File: config.mk
export PLATFORM = sky130hd
export DESIGN_NAME = dbg_watch_unit
export DESIGN_NICKNAME = d
export VERILOG_FILES = /design/src/rtl/dbg_watch_pkg.sv /design/src/rtl/dbg_slot_match.sv /design/src/rtl/dbg_reg_bank.sv /design/src/rtl/dbg_trap_gen.sv /design/src/rtl/dbg_watch_unit.sv
export SDC_FILE = /design/constraint.sdc
export NUM_CORES = 2
export LEC_CHECK = 0
export BUFFER_PORTS_ARGS = -buffer_cell sky130_fd_sc_hd__buf_2
export CORE_AREA = 3 3 498 500
export CTS_CLUSTER_DIAMETER = 50
export DETAILED_ROUTE_END_ITERATION = 10
export DIE_AREA = 0 0 501 503
export GPL_ROUTABILITY_DRIVEN = 0
export GPL_TIMING_DRIVEN = 0
export HOLD_SLACK_MARGIN = 0.15
export PLACE_DENSITY = 0.45
export SLEW_MARGIN = 10
export SYNTH_ARGS = -nofsm -noshare
export SYNTH_HDL_FRONTEND = slang
export SYNTH_HIERARCHICAL = 1
export SYNTH_SLANG_ARGS = --single-unit
File: constraint.sdc
create_clock -name clk -period 13.75 [get_ports clk]
set_input_delay 2.75 -clock clk [delete_from_list [all_inputs] [get_ports clk]]
set_output_delay 2.75 -clock clk [all_outputs]
set_load 0.01 [all_outputs]
File: src/rtl/dbg_watch_pkg.sv
package dbg_watch_pkg;

  // control word field positions
  localparam int GD_BIT       = 13;
  localparam int RW_BASE      = 16;
  localparam int LEN_BASE     = 18;
  localparam int FIELD_STRIDE = 4;

  // register indices with fixed meaning
  localparam int STATUS_IDX = 6;
  localparam int CTRL_IDX   = 7;

  typedef enum logic [1:0] {
    RW_FETCH = 2'b00,
    RW_WRITE = 2'b01,
    RW_IO    = 2'b10,
    RW_RDWR  = 2'b11
  } rw_e;

  typedef enum logic [1:0] {
    KIND_FETCH = 2'b00,
    KIND_READ  = 2'b01,
    KIND_WRITE = 2'b10,
    KIND_NONE  = 2'b11
  } kind_e;

  // log2 of the byte span selected by a length code
  function automatic logic [1:0] span_log2(input logic [1:0] len);
    case (len)
      2'b00:   span_log2 = 2'd0;
      2'b01:   span_log2 = 2'd1;
      2'b11:   span_log2 = 2'd2;
      default: span_log2 = 2'd3;
    endcase
  endfunction

  function automatic logic kind_passes(input logic [1:0] rw, input logic [1:0] kind);
    case (rw)
      RW_WRITE: kind_passes = (kind == KIND_WRITE);
      RW_RDWR:  kind_passes = (kind == KIND_READ) || (kind == KIND_WRITE);
      default:  kind_passes = 1'b0;
    endcase
  endfunction

endpackage

File: src/rtl/dbg_slot_match.sv
module dbg_slot_match
  import dbg_watch_pkg::*;
#(
  parameter int ADDR_W = 64
) (
  input  logic              armed,
  input  logic [ADDR_W-1:0] slot_addr,
  input  logic [1:0]        rw,
  input  logic [1:0]        len,
  input  logic              acc_valid,
  input  logic [ADDR_W-1:0] acc_addr,
  input  logic [1:0]        acc_size,
  input  logic [1:0]        acc_kind,
  output logic              hit
);

  localparam int XW = ADDR_W + 1;

  logic [1:0]    slog;
  logic [XW-1:0] span;
  logic [XW-1:0] s_lo;
  logic [XW-1:0] s_hi;
  logic [XW-1:0] a_lo;
  logic [XW-1:0] a_hi;
  logic          overlap;
  logic          inst_hit;
  logic          data_hit;

  always_comb begin
    slog = span_log2(len);
    span = XW'(1) << slog;
    s_lo = {1'b0, slot_addr} & ~(span - XW'(1));
    s_hi = s_lo + span - XW'(1);
    a_lo = {1'b0, acc_addr};
    a_hi = a_lo + (XW'(1) << acc_size) - XW'(1);
    overlap = (a_lo <= s_hi) && (a_hi >= s_lo);
  end

  assign inst_hit = armed && acc_valid && (rw == RW_FETCH) && (len == 2'b00) &&
                    (acc_kind == KIND_FETCH) && (acc_addr == slot_addr);
  assign data_hit = armed && acc_valid && kind_passes(rw, acc_kind) && overlap;
  assign hit      = inst_hit || data_hit;

endmodule

File: src/rtl/dbg_reg_bank.sv
module dbg_reg_bank
  import dbg_watch_pkg::*;
#(
  parameter int ADDR_W    = 64,
  parameter int DATA_W    = 64,
  parameter int NUM_SLOTS = 4,
  parameter int IDX_W     = 3
) (
  input  logic                        clk,
  input  logic                        rst_n,
  input  logic                        reg_wr,
  input  logic                        reg_rd,
  input  logic [IDX_W-1:0]            reg_idx,
  input  logic [DATA_W-1:0]           reg_wdata,
  input  logic                        task_switch,
  input  logic [NUM_SLOTS-1:0]        hit_vec,
  output logic [DATA_W-1:0]           ctrl_q,
  output logic [NUM_SLOTS*ADDR_W-1:0] slot_addr_flat,
  output logic [NUM_SLOTS-1:0]        status_q,
  output logic [DATA_W-1:0]           rdata,
  output logic                        gd_block
);

  function automatic logic [DATA_W-1:0] keep_mask();
    logic [DATA_W-1:0] m;
    m = '0;
    for (int i = 0; i < NUM_SLOTS; i++) begin
      m[2*i]   = 1'b1;
      m[2*i+1] = 1'b1;
      for (int b = 0; b < FIELD_STRIDE; b++) m[RW_BASE + FIELD_STRIDE*i + b] = 1'b1;
    end
    m[GD_BIT] = 1'b1;
    return m;
  endfunction

  function automatic logic [DATA_W-1:0] local_mask();
    logic [DATA_W-1:0] m;
    m = '0;
    for (int i = 0; i < NUM_SLOTS; i++) m[2*i] = 1'b1;
    return m;
  endfunction

  localparam logic [DATA_W-1:0] KEEP  = keep_mask();
  localparam logic [DATA_W-1:0] LOCAL = local_mask();

  logic              wr_ok;
  logic              wr_ctrl;
  logic              wr_status;
  logic [DATA_W-1:0] ctrl_d;
  logic [NUM_SLOTS-1:0] status_d;
  logic [DATA_W-1:0] rd_val;

  assign gd_block  = reg_wr && ctrl_q[GD_BIT];
  assign wr_ok     = reg_wr && !ctrl_q[GD_BIT];
  assign wr_ctrl   = wr_ok && (reg_idx == IDX_W'(CTRL_IDX));
  assign wr_status = wr_ok && (reg_idx == IDX_W'(STATUS_IDX));

  always_comb begin
    ctrl_d = wr_ctrl ? (reg_wdata & KEEP) : ctrl_q;
    if (task_switch) ctrl_d = ctrl_d & ~LOCAL;
    status_d = (wr_status ? reg_wdata[NUM_SLOTS-1:0] : status_q) | hit_vec;
  end

  always_ff @(posedge clk) begin
    if (!rst_n) begin
      ctrl_q   <= '0;
      status_q <= '0;
    end else begin
      ctrl_q   <= ctrl_d;
      status_q <= status_d;
    end
  end

  for (genvar s = 0; s < NUM_SLOTS; s++) begin : g_addr
    always_ff @(posedge clk) begin
      if (!rst_n)
        slot_addr_flat[s*ADDR_W +: ADDR_W] <= '0;
      else if (wr_ok && (reg_idx == IDX_W'(s)))
        slot_addr_flat[s*ADDR_W +: ADDR_W] <= reg_wdata[ADDR_W-1:0];
    end
  end

  always_comb begin
    rd_val = '0;
    for (int s = 0; s < NUM_SLOTS; s++)
      if (reg_idx == IDX_W'(s)) rd_val = DATA_W'(slot_addr_flat[s*ADDR_W +: ADDR_W]);
    if (reg_idx == IDX_W'(STATUS_IDX)) rd_val = DATA_W'(status_q);
    if (reg_idx == IDX_W'(CTRL_IDX))   rd_val = ctrl_q;
  end

  always_ff @(posedge clk) begin
    if (!rst_n) rdata <= '0;
    else        rdata <= reg_rd ? rd_val : '0;
  end

endmodule

File: src/rtl/dbg_trap_gen.sv
module dbg_trap_gen #(
  parameter int NUM_SLOTS = 4
) (
  input  logic                 clk,
  input  logic                 rst_n,
  input  logic [NUM_SLOTS-1:0] hit_vec,
  input  logic                 gd_block,
  output logic                 trap
);

  always_ff @(posedge clk) begin
    if (!rst_n) trap <= 1'b0;
    else        trap <= (|hit_vec) || gd_block;
  end

endmodule

File: src/rtl/dbg_watch_unit.sv
module dbg_watch_unit
  import dbg_watch_pkg::*;
#(
  parameter int ADDR_W    = 64,
  parameter int DATA_W    = 64,
  parameter int NUM_SLOTS = 4,
  parameter int IDX_W     = 3
) (
  input  logic              clk,
  input  logic              rst_n,
  input  logic              reg_wr,
  input  logic              reg_rd,
  input  logic [IDX_W-1:0]  reg_idx,
  input  logic [DATA_W-1:0] reg_wdata,
  output logic [DATA_W-1:0] reg_rdata,
  input  logic              acc_valid,
  input  logic [ADDR_W-1:0] acc_addr,
  input  logic [1:0]        acc_size,
  input  logic [1:0]        acc_kind,
  input  logic              task_switch,
  output logic              trap
);

  logic [DATA_W-1:0]           ctrl_q;
  logic [NUM_SLOTS*ADDR_W-1:0] slot_addr_flat;
  logic [NUM_SLOTS-1:0]        status_q;
  logic [NUM_SLOTS-1:0]        hit_vec;
  logic                        gd_block;

  dbg_reg_bank #(
    .ADDR_W(ADDR_W), .DATA_W(DATA_W), .NUM_SLOTS(NUM_SLOTS), .IDX_W(IDX_W)
  ) bank_i (
    .clk(clk), .rst_n(rst_n), .reg_wr(reg_wr), .reg_rd(reg_rd),
    .reg_idx(reg_idx), .reg_wdata(reg_wdata), .task_switch(task_switch),
    .hit_vec(hit_vec), .ctrl_q(ctrl_q), .slot_addr_flat(slot_addr_flat),
    .status_q(status_q), .rdata(reg_rdata), .gd_block(gd_block)
  );

  for (genvar s = 0; s < NUM_SLOTS; s++) begin : g_slot
    logic armed;
    assign armed = ctrl_q[2*s] || ctrl_q[2*s+1];
    dbg_slot_match #(.ADDR_W(ADDR_W)) match_i (
      .armed(armed),
      .slot_addr(slot_addr_flat[s*ADDR_W +: ADDR_W]),
      .rw(ctrl_q[RW_BASE + FIELD_STRIDE*s +: 2]),
      .len(ctrl_q[LEN_BASE + FIELD_STRIDE*s +: 2]),
      .acc_valid(acc_valid), .acc_addr(acc_addr),
      .acc_size(acc_size), .acc_kind(acc_kind),
      .hit(hit_vec[s])
    );
  end

  dbg_trap_gen #(.NUM_SLOTS(NUM_SLOTS)) trap_i (
    .clk(clk), .rst_n(rst_n), .hit_vec(hit_vec),
    .gd_block(gd_block), .trap(trap)
  );

endmodule

Yosys cells after proc, flatten, opt, wreduce, memory -nomap -nowiden
Index checks and enable logic that the tools add are counted.
{ "word_totals": {"regBits": 389, "latch_bits": 0, "ram_bits": 0, "mem_bits_ro": 0, "input_bits": 141, "memories": 0} }
{ "op_classes": {"n_addsub": 14, "multipliers": 0, "div_mod_pow": 0, "magnitude_cmp": 8, "n_eq_ne": 27, "shifts": 5, "n_mux": 16, "bitwise_logic": 10, "n_reduce_logical": 64} }
{ "op_table": {"columns": ["cell", "count"], "rows": [
  ["$sub 65x1->65 const B", 9],
  ["$mux 64", 7],
  ["$shl 1x2->65 const A", 5],
  ["$add 65x65->65", 4],
  ["$and 64x65->65", 4],
  ["$ge 65x65->1", 4],
  ["$le 64x65->1", 4],
  ["$not 65->65", 4],
  ["$eq 64x64->1", 4],
  ["$add 64x65->65", 1],
  ["$logic_and 1x1->1", 40],
  ["$pmux 2 s3", 4],
  ["$eq 2x1->1 const B", 9],
  ["$eq 2x2->1 const B", 9],
  ["$logic_not 2->1", 9],
  ["$logic_or 1x1->1", 10],
  ["$pmux 1 s2", 4],
  ["$eq 3x2->1 const B", 2],
  ["$eq 3x3->1 const B", 2],
  ["$mux 4", 1],
  ["$or 4x4->4", 1],
  ["$reduce_or 4->1", 1],
  ["$eq 3x1->1 const B", 1],
  ["$logic_not 3->1", 1],
  ["other kinds (4)", 4]
]} }

Depth between registers and ports, before layout
{ "depth": {"depth_word": 14, "mapped_depth": 31, "depth_no_buf": 31} }

Modules after synthesis
Netlist, hierarchy kept.
{ "by_module_without_submodules": {"columns": ["module", "instances", "cells_each", "area_per_inst_um2", "seq_area_each_um2"], "rows": [
  ["dbg_slot_match at g_slot[2].match_i ...", 2, 1685, 11537.3, 0.0],
  ["dbg_reg_bank", 1, 1640, 14959.3, 6986.7],
  ["dbg_slot_match at g_slot[0].match_i", 1, 1647, 11418.5, 0.0],
  ["dbg_slot_match at g_slot[1].match_i", 1, 1622, 11284.6, 0.0],
  ["dbg_trap_gen", 1, 3, 35.0, 20.0],
  ["dbg_watch_unit", 1, 4, 25.0, 0.0]
]} }

Worst setup path after synthesis
OpenSTA, ideal clock, no wires.
{ "synth_path": {"kind": "input to register", "start": "input acc_size[1]", "end": "register trap_i.trap", "setup_ns": 0.115, "arrival_ns": 8.528, "required_time_ns": 13.635, "path_slack_ns": 5.107, "stages": 29, "n_path_buf": 0, "cell_sequence": "nand2b_1 ha_1 inv_1 ha_1 fa_1 a211oi_1 o21ai_1 a211oi_2 nand4b_4 a31o_2 o31ai_4 a21o_4 a31oi_1 o21ai_1 a21oi_1 xnor2_1 ha_1 a21o_1 a2111oi_0 o21ai_1 nand2b_1 nand3_1 o32ai_1 nand3_1 or4_1 o2111ai_1 o21ai_1 or4_1 o21a_1"} }
{ "synth_between": {"elab_chain_cells": 9, "word_cells_on_any_way": 21} }
{ "synth_lines": {"columns": ["item", "line", "rtl"], "rows": [
  ["start: declaration", "dbg_watch_unit.sv:18", "input logic [1:0] acc_size,"],
  ["$shl 1x2->65", "dbg_slot_match.sv:35", "a_hi = a_lo + (XW'(1) << acc_size) - XW'(1);"],
  ["$add 64x65->65", "dbg_slot_match.sv:35", null],
  ["$sub 65x1->65", "dbg_slot_match.sv:35", null],
  ["$ge 65x65->1", "dbg_slot_match.sv:36", "overlap = (a_lo <= s_hi) && (a_hi >= s_lo);"],
  ["$logic_and 1x1->1", "dbg_slot_match.sv:36", null],
  ["$logic_and 1x1->1", "dbg_slot_match.sv:41", "assign data_hit = armed && acc_valid && kind_passes(rw, acc_kind) && overlap;"],
  ["$logic_or 1x1->1", "dbg_slot_match.sv:42", "assign hit = inst_hit || data_hit;"],
  ["via hit_vec[0]", "dbg_watch_unit.sv:27", "logic [NUM_SLOTS-1:0] hit_vec;"],
  ["$reduce_or 4->1", "dbg_trap_gen.sv:13", "else trap <= (|hit_vec) || gd_block;"],
  ["$logic_or 1x1->1", "dbg_trap_gen.sv:13", null],
  ["end signal: assignment", "dbg_trap_gen.sv:13", null],
  ["end: declaration", "dbg_trap_gen.sv:8", "output logic trap"]
]} }
The timed path passes the listed nets, and every way through them passes these cells.
A chain may end at the register's enable or synchronous reset.

Worst setup path in the final report
{ "layout_path": {"start": "input acc_addr[2]", "end": "register bank_i.status_q[1]"} }
{ "layout_between": {"elab_chain_cells": 7, "word_cells_on_any_way": 10} }
{ "layout_lines": {"columns": ["item", "line", "rtl"], "rows": [
  ["start: declaration", "dbg_watch_unit.sv:17", "input logic [ADDR_W-1:0] acc_addr,"],
  ["$add 64x65->65", "dbg_slot_match.sv:35", null],
  ["$sub 65x1->65", "dbg_slot_match.sv:35", null],
  ["$ge 65x65->1", "dbg_slot_match.sv:36", null],
  ["$logic_and 1x1->1", "dbg_slot_match.sv:36", null],
  ["$logic_and 1x1->1", "dbg_slot_match.sv:41", null],
  ["$logic_or 1x1->1 *", "dbg_slot_match.sv:42", null],
  ["via hit_vec[1]", "dbg_watch_unit.sv:27", null],
  ["$or 4x4->4 *", "dbg_reg_bank.sv:61", "status_d = (wr_status ? reg_wdata[NUM_SLOTS-1:0] : status_q) | hit_vec;"],
  ["end signal: assignment", "dbg_reg_bank.sv:70", "status_q <= status_d;"],
  ["end: declaration", "dbg_reg_bank.sv:19", "output logic [NUM_SLOTS-1:0] status_q,"]
]} }
The timed path passes the listed nets; every way through them passes the cells marked *.

==> metrics.md <==
| Metric | Value |
|---|---|
| Max-Cap Viols | `0` |
| Number of standard cells in the final layout excluding fillers | `11,740` |
| CP startpoint kind | `input port` |
| DRT iter0 DRCs | `4,761` |
| Area after DPL | `65,530 µm²` |
| Gr busiest metal | `met2` |
| Core area | `243,500 µm²` |
| Post-detail-place hpwl | `234,700 µm` |
| Met2 Usage GRT | `34.61%` |
| Sequential Power Share | `20.7%` |
| Power Internal | `2.821 mW` |
| Worst slew pin tran | `1291 ps` |
| Area Growth Syn to Fin | `10.03%` |
| TritonCTS clock tree | `built` |
| Pre-CTS setup slack | `2203 ps` |
| Setup bufs post-CTS | `0` |
| Ports | `206` |
| Hold slack final | `503.8 ps` |
| Min-Delay Path Class | `flop to flop` |
| Fin area | `66,570 µm²` |
| Switching share of power | `46.54%` |
| Clock Latency Late Sink | `640 ps` |
| CP Capture Type | `flop` |
| Minimum clock period | `10,870 ps` |
| PortBufs | `204` |
| Final Cycle Share | `79.03%` |
| H-tree Lvls | `1` |
| Antenna violations before repair | `60` |
| Final Max Slew Viols | `0` |
| Clock Path Buffers | `3` |
| Routed vias | `62,490` |
| Die area | `252,000 µm²` |
| Status | `finished, final reports clean` |
| Fmax | `92.03 MHz` |
| Number of buffers created by CTS | `29` |
| Worst slew margin | `13.16%` |
| GR Overflow Total | `0` |
| Mean Syn Cell Area | `7.337 µm²` |
| Width of the die | `501 µm` |
| M3 GR Usage | `1.284%` |
| Power share of the combinational group | `62.4%` |
| DR DRC count | `0` |
| Clock transition at path regs | `80 ps` |
| Critical Path RT | `14,340 ps` |
| Cts hold-fix bufs | `0` |
| Crit Path Category | `input port to flop` |
| Drt total wl | `279,600 µm` |
| Total GRT Usage | `21.19%` |
| Syn_nets | `9,439` |
| NetSw | `2.456 mW` |
| Sum Neg Setup Slack | `0 ps` |
| Worst Path Buf+Inv | `3` |
| Die height | `503 µm` |
| Power density cells | `79.27 nW/µm²` |
| Leak pwr | `29.99 nW` |
| Worst IR Drop VDD | `0.07910 mV` |
| Vias/cell | `5.325` |
| Global-route wire length before repair | `397,800 µm` |
| Syn Std Cell Area | `60,500 µm²` |
| Dpl cells | `11,650` |
| GRT met1 Usage | `26.68%` |
| Worst Slack Setup Final | `2884 ps` |
| CTS root buffer | `clkbuf_16` |
| Starting density of the core | `24.85%` |
| 1st-pass router iterations | `6` |
| Crit path largest cell delay | `650 ps` |
| ANT nets after route | `0` |
| NumNets Final | `9,674` |
| Clock sinks | `350` |
| Max FO, Critical Path | `11` |
| Final Hold Fails | `0` |
| Slowest CP cell | `a31o_1` |
| Clock share of power | `16.9%` |
| Vias in the first global route | `60,120` |
| Largest net degree at the start of global routing | `21` |
| Setup-failing EPs final | `0` |
| Warnings from Yosys | `6` |
| Post-CTS Resized | `0` |
| RSZ-0062 raised after global routing | `no` |
| Rows | `181` |
| Share of cells above drive strength 1 | `4.589%` |
| Mapped Cells | `8,246` |
| Clock Skew | `30.83 ps` |
| Top delay family on crit path | `compound AO/OA/AOI/OAI gates` |
| CP Data Arrival Time | `11,450 ps` |
| Wire per inst | `23.82 µm` |
-- path summary, 6_finish.rpt --
path         cells past startpoint                      startpoint                            end  slack [ps]
min                              2   bank_i/ctrl_q[3]$_SDFFE_PN0P_  bank_i/ctrl_q[3]$_SDFFE_PN0P_         500
min reg2reg                      2   bank_i/ctrl_q[3]$_SDFFE_PN0P_  bank_i/ctrl_q[3]$_SDFFE_PN0P_         500
max                             31                     acc_addr[2]  bank_i/status_q[1]$_SDFF_PN0_        2880
max reg2reg                     25  bank_i/ctrl_q[30]$_SDFFE_PN0P_         trap_i/trap$_SDFF_PN0_        5200
-- placed cells by master, fill, tap and decap left out, drive strengths merged, types with 13 or more instances in the layout --
cell type	count
ha	1044
inv	916
a21oi	739
nand2	592
o21ai	509
a21o	443
xnor2	385
nor2	380
dfxtp	350
xor2	342
nand3	295
clkbuf	293
nand4	282
buf	272
a21boi	176
a211oi	143
mux2i	136
nor2b	125
o21bai	109
nor3	90
nor4	81
o221ai	71
nand2b	70
o211ai	65
o21a	62
and3	55
a31oi	52
and2	38
diode	34
and4	31
or2	26
o2bb2ai	21
or3	21
a2111oi	21
o31ai	19
a221oi	17
a221o	16
o2111ai	16
o22ai	14
a31o	13
-- flip-flops by register name (all words and copies together) (netlist names) --
| name | count |
|---|---|
| bank_i/rdata | 64 |
| bank_i/ctrl_q | 25 |
| trap_i/trap | 1 |
| bank_i/slot_addr_flat | 256 |
| bank_i/status_q | 4 |
-- worst min-delay path: stages (launching register included) --
cell	delay [ps]
dfxtp_1	320
o21ai_0	60
a21boi_0	70
-- per-stage QoR --
step	power [mW]	util, %
finish	5.277	27.34
global route	5.704	27.34
CTS	5.262	27.31
floorplan	3.437	-
global placement	4.320	26.92
detailed placement	4.366	26.92
-- cell type report --
type / count / area, µm²
fill: 26810 / 176900
multi-input combinational: 6657 / 48660
sequential: 350 / 7007
tap: 3202 / 4006
inverter: 914 / 3431
buffer: 325 / 1406
timing repair buffer: 204 / 1021
clock buffer: 36 / 802.0
clock inverter: 13 / 148.9
antenna: 34 / 85.08
-- metal layers --
layer	share of wire, %	vias up
li1	-	30230
met1	43	29760
met2	45	1992
met3	4.7	497
met4	7.5	10
met5	0.023	-
-- power groups by stage --
| stage | Sequential [mW] | Combinational [mW] | Clock, mW |
|---|---|---|---|
| floorplan | 1.08 | 2.35 | 0 |
| global placement | 1.11 | 3.21 | 0 |
| detailed placement | 1.11 | 3.25 | 0 |
| CTS | 1.09 | 3.27 | 0.901 |
| global route | 1.09 | 3.68 | 0.927 |
| finish | 1.09 | 3.29 | 0.893 |
(Power assumes the default switching activity.)
